$ cat config.mk
export PLATFORM = sky130hd
export DESIGN_NAME = gpcmd_parser
export DESIGN_NICKNAME = d
export VERILOG_FILES = /design/src/rtl/gpcmd_pkg.sv /design/src/rtl/gpcmd_decode.sv /design/src/rtl/gpcmd_pinreg.sv /design/src/rtl/gpcmd_resp.sv /design/src/rtl/gpcmd_parser.sv
export SDC_FILE = /design/constraint.sdc
export NUM_CORES = 1
export LEC_CHECK = 0
export CORE_UTILIZATION = 43
export DETAILED_ROUTE_END_ITERATION = 16
export PLACE_DENSITY = 0.76
export SKIP_LAST_GASP = 1
export SLEW_MARGIN = 40
export SYNTH_ARGS = -nofsm -noshare
export SYNTH_HDL_FRONTEND = slang
export SYNTH_SLANG_ARGS = --single-unit
$ cat constraint.sdc
create_clock -name clk -period 2.05 [get_ports clk]
set_clock_uncertainty 0.15 [all_clocks]
set_input_delay 0.41 -clock clk [delete_from_list [all_inputs] [get_ports clk]]
set_output_delay 0.41 -clock clk [all_outputs]
set_load 0.02 [all_outputs]
$ cat src/rtl/gpcmd_pkg.sv
package gpcmd_pkg;
  localparam int NPORT = 2;

  typedef enum logic [2:0] {
    ST_IDLE,
    ST_LEN0,
    ST_LEN1,
    ST_VAL,
    ST_DIR,
    ST_SHIFT,
    ST_ENG
  } st_e;

  typedef enum logic [2:0] {
    K_SHIFT,
    K_SETPIN,
    K_GETPIN,
    K_LOOP,
    K_BAD
  } kind_e;
endpackage

$ cat src/rtl/gpcmd_decode.sv
module gpcmd_decode
  import gpcmd_pkg::*;
#(
  parameter int DATA_W = 8
) (
  input  logic [DATA_W-1:0] op,
  output kind_e             kind,
  output logic              port,
  output logic              bitmode,
  output logic              loop_val
);
  always_comb begin
    kind     = K_BAD;
    port     = op[1];
    bitmode  = op[1];
    loop_val = ~op[0];
    if (!op[DATA_W-1]) begin
      kind = K_SHIFT;
    end else if (op[DATA_W-2:3] == '0) begin
      case (op[2:0])
        3'd0, 3'd2: kind = K_SETPIN;
        3'd1, 3'd3: kind = K_GETPIN;
        3'd4, 3'd5: kind = K_LOOP;
        default:    kind = K_BAD;
      endcase
    end
  end
endmodule

$ cat src/rtl/gpcmd_pinreg.sv
module gpcmd_pinreg #(
  parameter int W = 8
) (
  input  logic         clk,
  input  logic         rst,
  input  logic         we,
  input  logic [W-1:0] val,
  input  logic [W-1:0] dir,
  output logic [W-1:0] pin_out,
  output logic [W-1:0] pin_oe
);
  always_ff @(posedge clk) begin
    if (rst) begin
      pin_out <= '0;
      pin_oe  <= '0;
    end else if (we) begin
      pin_out <= val;
      pin_oe  <= dir;
    end
  end
endmodule

$ cat src/rtl/gpcmd_resp.sv
module gpcmd_resp #(
  parameter int W = 8
) (
  input  logic         clk,
  input  logic         rst,
  input  logic         load,
  input  logic         two,
  input  logic [W-1:0] first,
  input  logic [W-1:0] second,
  output logic         busy,
  output logic         out_valid,
  output logic [W-1:0] out_data,
  input  logic         out_ready
);
  logic [1:0]   cnt;
  logic [W-1:0] hd, tl;

  always_ff @(posedge clk) begin
    if (rst) begin
      cnt <= '0;
      hd  <= '0;
      tl  <= '0;
    end else if (load) begin
      cnt <= two ? 2'd2 : 2'd1;
      hd  <= first;
      tl  <= second;
    end else if (cnt != 2'd0 && out_ready) begin
      cnt <= cnt - 2'd1;
      hd  <= tl;
    end
  end

  assign busy      = (cnt != 2'd0);
  assign out_valid = busy;
  assign out_data  = hd;
endmodule

$ cat src/rtl/gpcmd_parser.sv
module gpcmd_parser
  import gpcmd_pkg::*;
#(
  parameter int          DATA_W   = 8,
  parameter logic [7:0]  ERR_CODE = 8'hFA
) (
  input  logic              clk,
  input  logic              rst,
  input  logic              in_valid,
  input  logic [DATA_W-1:0] in_data,
  output logic              in_ready,
  output logic              out_valid,
  output logic [DATA_W-1:0] out_data,
  input  logic              out_ready,
  input  logic [DATA_W-1:0] lo_pins,
  input  logic [DATA_W-1:0] hi_pins,
  output logic [DATA_W-1:0] lo_out,
  output logic [DATA_W-1:0] lo_oe,
  output logic [DATA_W-1:0] hi_out,
  output logic [DATA_W-1:0] hi_oe,
  output logic              loop_en,
  output logic              sh_valid,
  input  logic              sh_ready,
  output logic [DATA_W-1:0] sh_op,
  output logic [2*DATA_W-1:0] sh_len,
  input  logic              sh_busy
);
  localparam int LEN_W = 2 * DATA_W;

  st_e                st;
  logic [DATA_W-1:0]  op_q, val_q;
  logic [LEN_W-1:0]   len_q;
  logic               port_q, bm_q, loop_q;
  logic               take, resp_busy, resp_load, resp_two;
  logic [DATA_W-1:0]  resp_first;
  kind_e              kind;
  logic               dec_port, dec_bm, dec_loop;
  logic [DATA_W-1:0]  pout [NPORT];
  logic [DATA_W-1:0]  poe  [NPORT];

  gpcmd_decode #(.DATA_W(DATA_W)) u_dec (
    .op(in_data), .kind(kind), .port(dec_port),
    .bitmode(dec_bm), .loop_val(dec_loop)
  );

  always_comb begin
    case (st)
      ST_IDLE:                         in_ready = !resp_busy;
      ST_LEN0, ST_LEN1, ST_VAL, ST_DIR: in_ready = 1'b1;
      default:                         in_ready = 1'b0;
    endcase
  end

  assign take = in_valid && in_ready;

  // Response loading: one sampled byte for a read, two for an unknown opcode.
  assign resp_load  = take && (st == ST_IDLE) && (kind == K_GETPIN || kind == K_BAD);
  assign resp_two   = (kind == K_BAD);
  assign resp_first = (kind == K_BAD) ? ERR_CODE[DATA_W-1:0]
                    : (dec_port ? hi_pins : lo_pins);

  gpcmd_resp #(.W(DATA_W)) u_resp (
    .clk(clk), .rst(rst), .load(resp_load), .two(resp_two),
    .first(resp_first), .second(in_data), .busy(resp_busy),
    .out_valid(out_valid), .out_data(out_data), .out_ready(out_ready)
  );

  // One value/direction register pair per pin group.
  for (genvar g = 0; g < NPORT; g++) begin : g_port
    logic we_g;
    assign we_g = take && (st == ST_DIR) && (port_q == 1'(g));
    gpcmd_pinreg #(.W(DATA_W)) u_pins (
      .clk(clk), .rst(rst), .we(we_g), .val(val_q), .dir(in_data),
      .pin_out(pout[g]), .pin_oe(poe[g])
    );
  end

  assign lo_out = pout[0];
  assign lo_oe  = poe[0];
  assign hi_out = pout[1];
  assign hi_oe  = poe[1];

  always_ff @(posedge clk) begin
    if (rst) begin
      st     <= ST_IDLE;
      op_q   <= '0;
      val_q  <= '0;
      len_q  <= '0;
      port_q <= 1'b0;
      bm_q   <= 1'b0;
      loop_q <= 1'b0;
    end else begin
      case (st)
        ST_IDLE: if (take) begin
          op_q   <= in_data;
          port_q <= dec_port;
          bm_q   <= dec_bm;
          case (kind)
            K_SHIFT:  st <= ST_LEN0;
            K_SETPIN: st <= ST_VAL;
            K_LOOP:   loop_q <= dec_loop;
            default:  st <= ST_IDLE;
          endcase
        end
        ST_LEN0: if (take) begin
          len_q <= {{DATA_W{1'b0}}, in_data};
          st    <= bm_q ? ST_SHIFT : ST_LEN1;
        end
        ST_LEN1: if (take) begin
          len_q[LEN_W-1:DATA_W] <= in_data;
          st <= ST_SHIFT;
        end
        ST_VAL: if (take) begin
          val_q <= in_data;
          st    <= ST_DIR;
        end
        ST_DIR:   if (take) st <= ST_IDLE;
        ST_SHIFT: if (sh_ready) st <= ST_ENG;
        ST_ENG:   if (!sh_busy) st <= ST_IDLE;
        default:  st <= ST_IDLE;
      endcase
    end
  end

  assign sh_valid = (st == ST_SHIFT);
  assign sh_op    = op_q;
  assign sh_len   = len_q;
  assign loop_en  = loop_q;
endmodule

==> summary by stage <==
Placement
The final weighted congestion of routability-driven global placement is between 0.8 and 0.9. Prior to clock tree synthesis, the placed netlist has a worst setup slack of -0.5316 ns. The count of input and output buffers is 97. Once placement finished, the instance area stood at roughly 0.0048 mm².

Summed over all nets, the half-perimeter wirelength after detailed placement is a little under 7000 µm. The total instance count after detailed placement is approximately 640.

Power
The power density over the cells is between 700 and 800 mW/mm². The power consumption is 3.747 mW. Summed over all cells, the static leakage comes to between 1.5 and 2 nW. Across the VDD grid, the largest voltage drop is between 0.4 and 0.5 mV.

Final layout
The share of final-layout standard cells stronger than drive strength 1 is about 16%. At the end of the flow, the number of nets in the layout was approximately 580. The sequential standard cell area is about 0.0017 mm².

The multi-input combinational cells in the finished layout cover a total of ~0.0016 mm². The repair_antennas step left the layout with diodes totalling 0. The area growth from synthesis to final layout is 45.67%. The filler cells instantiated in the layout total slightly below 700.

Summing all non-filler instances in the final layout gives an area of ~0.0051 mm². Cells fill approximately 65% of the core in the end. Once layout is complete, the cells apart from fillers number 660.

Timing
For the finished layout, the period the worst path requires is 2.072 ns. Adding up every negative setup slack in the final design gives -0.02206 ns. The final critical-path setup slack is -0.02206 ns. Headroom to the max-slew limit came out at between 70% and 80%. The transition time at the pin with the least slew margin is 0.3798 ns. The part of the cycle the worst path needs is 101.1%. Static timing analysis puts the maximum clock frequency at slightly below 500 MHz.

The final max-slew violation count is 0. Hold timing on the final database bottoms out at a slack of 0.2379 ns. The total of endpoints with negative setup slack in the final report is 1.

Setup repair after global routing could not meet its margin everywhere. The number of hold violations in the final report is 0.

Floorplanning
The number of rows in the core area is 32. The die is slightly above 90 µm tall. The floorplan step set the die width to approximately 92 µm. The die covers between 0.008 and 0.009 mm².

The floorplan step defined a core boundary enclosing slightly below 0.008 mm². For this design the top-level I/O count stands at between 90 and 100. The initial utilization of the core area, before any placement, comes to 44.74%.

Clock tree
The CTS buffer count is 9. The clock passes through at most 2 buffers. The insertion delay of the later-clocked pin in the worst-skew pair is ~0.35 ns. The root buffer cell chosen for the clock tree is sky130_fd_sc_hd__clkbuf_8.

The CTS tree is done. The clock-pin slew reported for the worst setup and hold paths after clock tree synthesis is 0.09 ns. Clock tree synthesis found a total of 86 sinks.

The H-tree depth is 3. After clock tree synthesis, the flow added hold-fix buffers numbering 0.

Yosys
The synthesis-stage register bit count is 86. The mean post-synth cell area is between 8 and 9 µm². The sequential element share of the synthesized area is 49.28%. The number of nets in the synthesized netlist is roughly 460. The most common flop cell mapped by yosys is sky130_fd_sc_hd__dfxtp_1. The total of warnings raised by yosys is 0. The fraction of post-synthesis cell area in the top cell type by area is approximately half. Synthesis produced 427 cells. Sorting the synthesized cells by area gives the leading types as sky130_fd_sc_hd__dfxtp_1 49%, sky130_fd_sc_hd__nand2_1 12%, sky130_fd_sc_hd__a21oi_1 8.2%. The share of synthesized registers carrying an async set or reset is 0%. Summing every instance area after synthesis gives about 0.0035 mm².

The netlist uses 43 different library cells. Counting flops with a built-in enable in the synthesized netlist gives 0. The largest total area in the synthesized netlist belongs to sky130_fd_sc_hd__dfxtp_1.

GRT
The overflow left after global routing is 0. The total track usage is about a quarter. The pin count of the biggest net entering global routing is 47. The number of global-route vias before repair is around 3300. The number of antenna violations at the first check in global routing is 0.

The wire length of the first global-routing pass is ~16000 µm.

Detailed routing
The post-route DRC violation count is 0. The detail-routed net length per standard cell is 15.03 µm. The detailed-route wire length is just under 10000 µm. The post-detailed-route count of antenna-violating nets is 0. The number of DRC violations after detailed-routing iteration 0 is between 150 and 200. The via count of the routed design is 3416.

The first-pass iteration count of the detailed router is 4. Dividing the detail-routed via count by the number of cells gives between 5 and 6.

Run status
The flow ran to the end, but the final reports show violations. The final reports fail on negative setup slack.

Setup path
The endpoint kind of the worst setup timing path is a flip-flop. For this run, the slowest stage of the critical path takes between 0.5 and 0.6 ns. The critical path goes through dlygate4sd2_1 -> or4_4 -> a21o_1 -> o211ai_4 -> buf_12 -> a2bb2oi_2 -> a311oi_2. The arrival time reported for the critical path endpoint is between 2 and 2.5 ns. The required time at the worst-slack endpoint is ~2.2 ns. The startpoint type of the worst setup path is a primary input. The kind of critical path is primary input to flip-flop. The largest fanout on the critical path is 7. The slowest stage of the critical path is the sky130_fd_sc_hd__or4_4 cell.

Run
The max-cap check violation count is 0.

Worst hold path
The class of the tightest hold or removal check is primary input to flip-flop.
-- cells in the final DEF (no fill, tap or decap), types with 4 or more instances in the layout --
cell	n
sky130_fd_sc_hd__a311oi_1	6
sky130_fd_sc_hd__nor2b_1	9
sky130_fd_sc_hd__nor2_1	33
sky130_fd_sc_hd__nand2_1	113
sky130_fd_sc_hd__buf_4	46
sky130_fd_sc_hd__dfxtp_1	85
sky130_fd_sc_hd__o21ai_0	5
sky130_fd_sc_hd__clkbuf_8	9
sky130_fd_sc_hd__clkdlybuf4s50_1	88
sky130_fd_sc_hd__nand2b_1	6
sky130_fd_sc_hd__a21oi_1	56
sky130_fd_sc_hd__a22oi_1	8
sky130_fd_sc_hd__inv_1	10
sky130_fd_sc_hd__a211oi_1	4
sky130_fd_sc_hd__nand3_1	5
sky130_fd_sc_hd__mux2i_1	15
sky130_fd_sc_hd__dlygate4sd2_1	4
-- state kept, by name, indices dropped and copies added (netlist names) --
| register | cells |
|---|---|
| g_port.u_pins.pin_oe | 16 |
| g_port.u_pins.pin_out | 16 |
| loop_en | 1 |
| sh_len | 16 |
| sh_op | 8 |
| st | 3 |
| u_resp.cnt | 2 |
| u_resp.out_data | 8 |
| u_resp.tl | 8 |
| val_q | 8 |
-- routing by layer --
layer  vias up  GRT usage, %  wire (µm)
met4         0         8.464        165
met5         -             0          0
met1      1606         29.52       4161
met3        13         6.551        683
li1       1683             -          -
met2       114         39.99       4907
-- layout make-up --
type / instances / area share (%)
flip-flops and latches: 86 / 33.86
multi-input cells: 297 / 31.99
repair buffers: 149 / 27.39
well taps: 102 / 2.508
clock buffers: 9 / 2.434
clock inverters: 7 / 1.082
inverters: 10 / 0.7376
-- what timing repair did --
action | in CTS | in global routing
endpoints found under the setup margin | 20 | 21
gates cloned | 1 | 1
setup buffers | 1 | 6
resized for setup | 12 | 15
pin swaps | 4 | 8
-- final timing paths --
kind                                            startpoint                                       end  slack, ns  depth (start not counted)
setup reg to reg                        st[1]$_SDFFE_PP0P_           u_resp.out_data[0]$_SDFFE_PP0P_      -0.02                          6
setup / recovery                                in_data[4]           u_resp.out_data[0]$_SDFFE_PP0P_      -0.02                          7
hold reg to reg   g_port[1].u_pins.pin_out[2]$_SDFFE_PP0P_  g_port[1].u_pins.pin_out[2]$_SDFFE_PP0P_       0.31                          2
hold / removal                                         rst                        st[2]$_SDFFE_PP0P_       0.24                          3
-- report_power, final --
group / switching [mW] / leakage [nW] / internal, mW
sequential: 0.0452 / 0.697 / 1.75
clock: 0.641 / 0.0866 / 0.453
combinational: 0.449 / 1.15 / 0.407
total: 1.13 / 1.93 / 2.61
-- synthesized netlist by cell type, types with 4 or more instances --
cell	number
sky130_fd_sc_hd__mux2i_1	15
sky130_fd_sc_hd__nor2_1	33
sky130_fd_sc_hd__clkbuf_1	25
sky130_fd_sc_hd__nand2b_1	6
sky130_fd_sc_hd__o21ai_0	5
sky130_fd_sc_hd__dfxtp_1	86
sky130_fd_sc_hd__nand3_1	5
sky130_fd_sc_hd__a311oi_1	7
sky130_fd_sc_hd__a21oi_1	57
sky130_fd_sc_hd__nor2b_1	9
sky130_fd_sc_hd__a22oi_1	8
sky130_fd_sc_hd__inv_1	10
sky130_fd_sc_hd__buf_2	4
sky130_fd_sc_hd__nand2_1	113
sky130_fd_sc_hd__a211oi_1	6
-- critical path: cells and delay by family --
family / cells / cell delay [ns]
buf+inv: 2 / 0.41
simple gates: 1 / 0.56
compound gates: 4 / 0.79
-- kinds of logic after synthesis --
logic type	synth area share, %
compound gates	16.76
xor+xnor	0.2508
fa+ha+maj	0.3581
buf+inv	5.910
flops	49.28
mux	4.620
simple gates	22.82
Power figures use the tool's default switching activity.
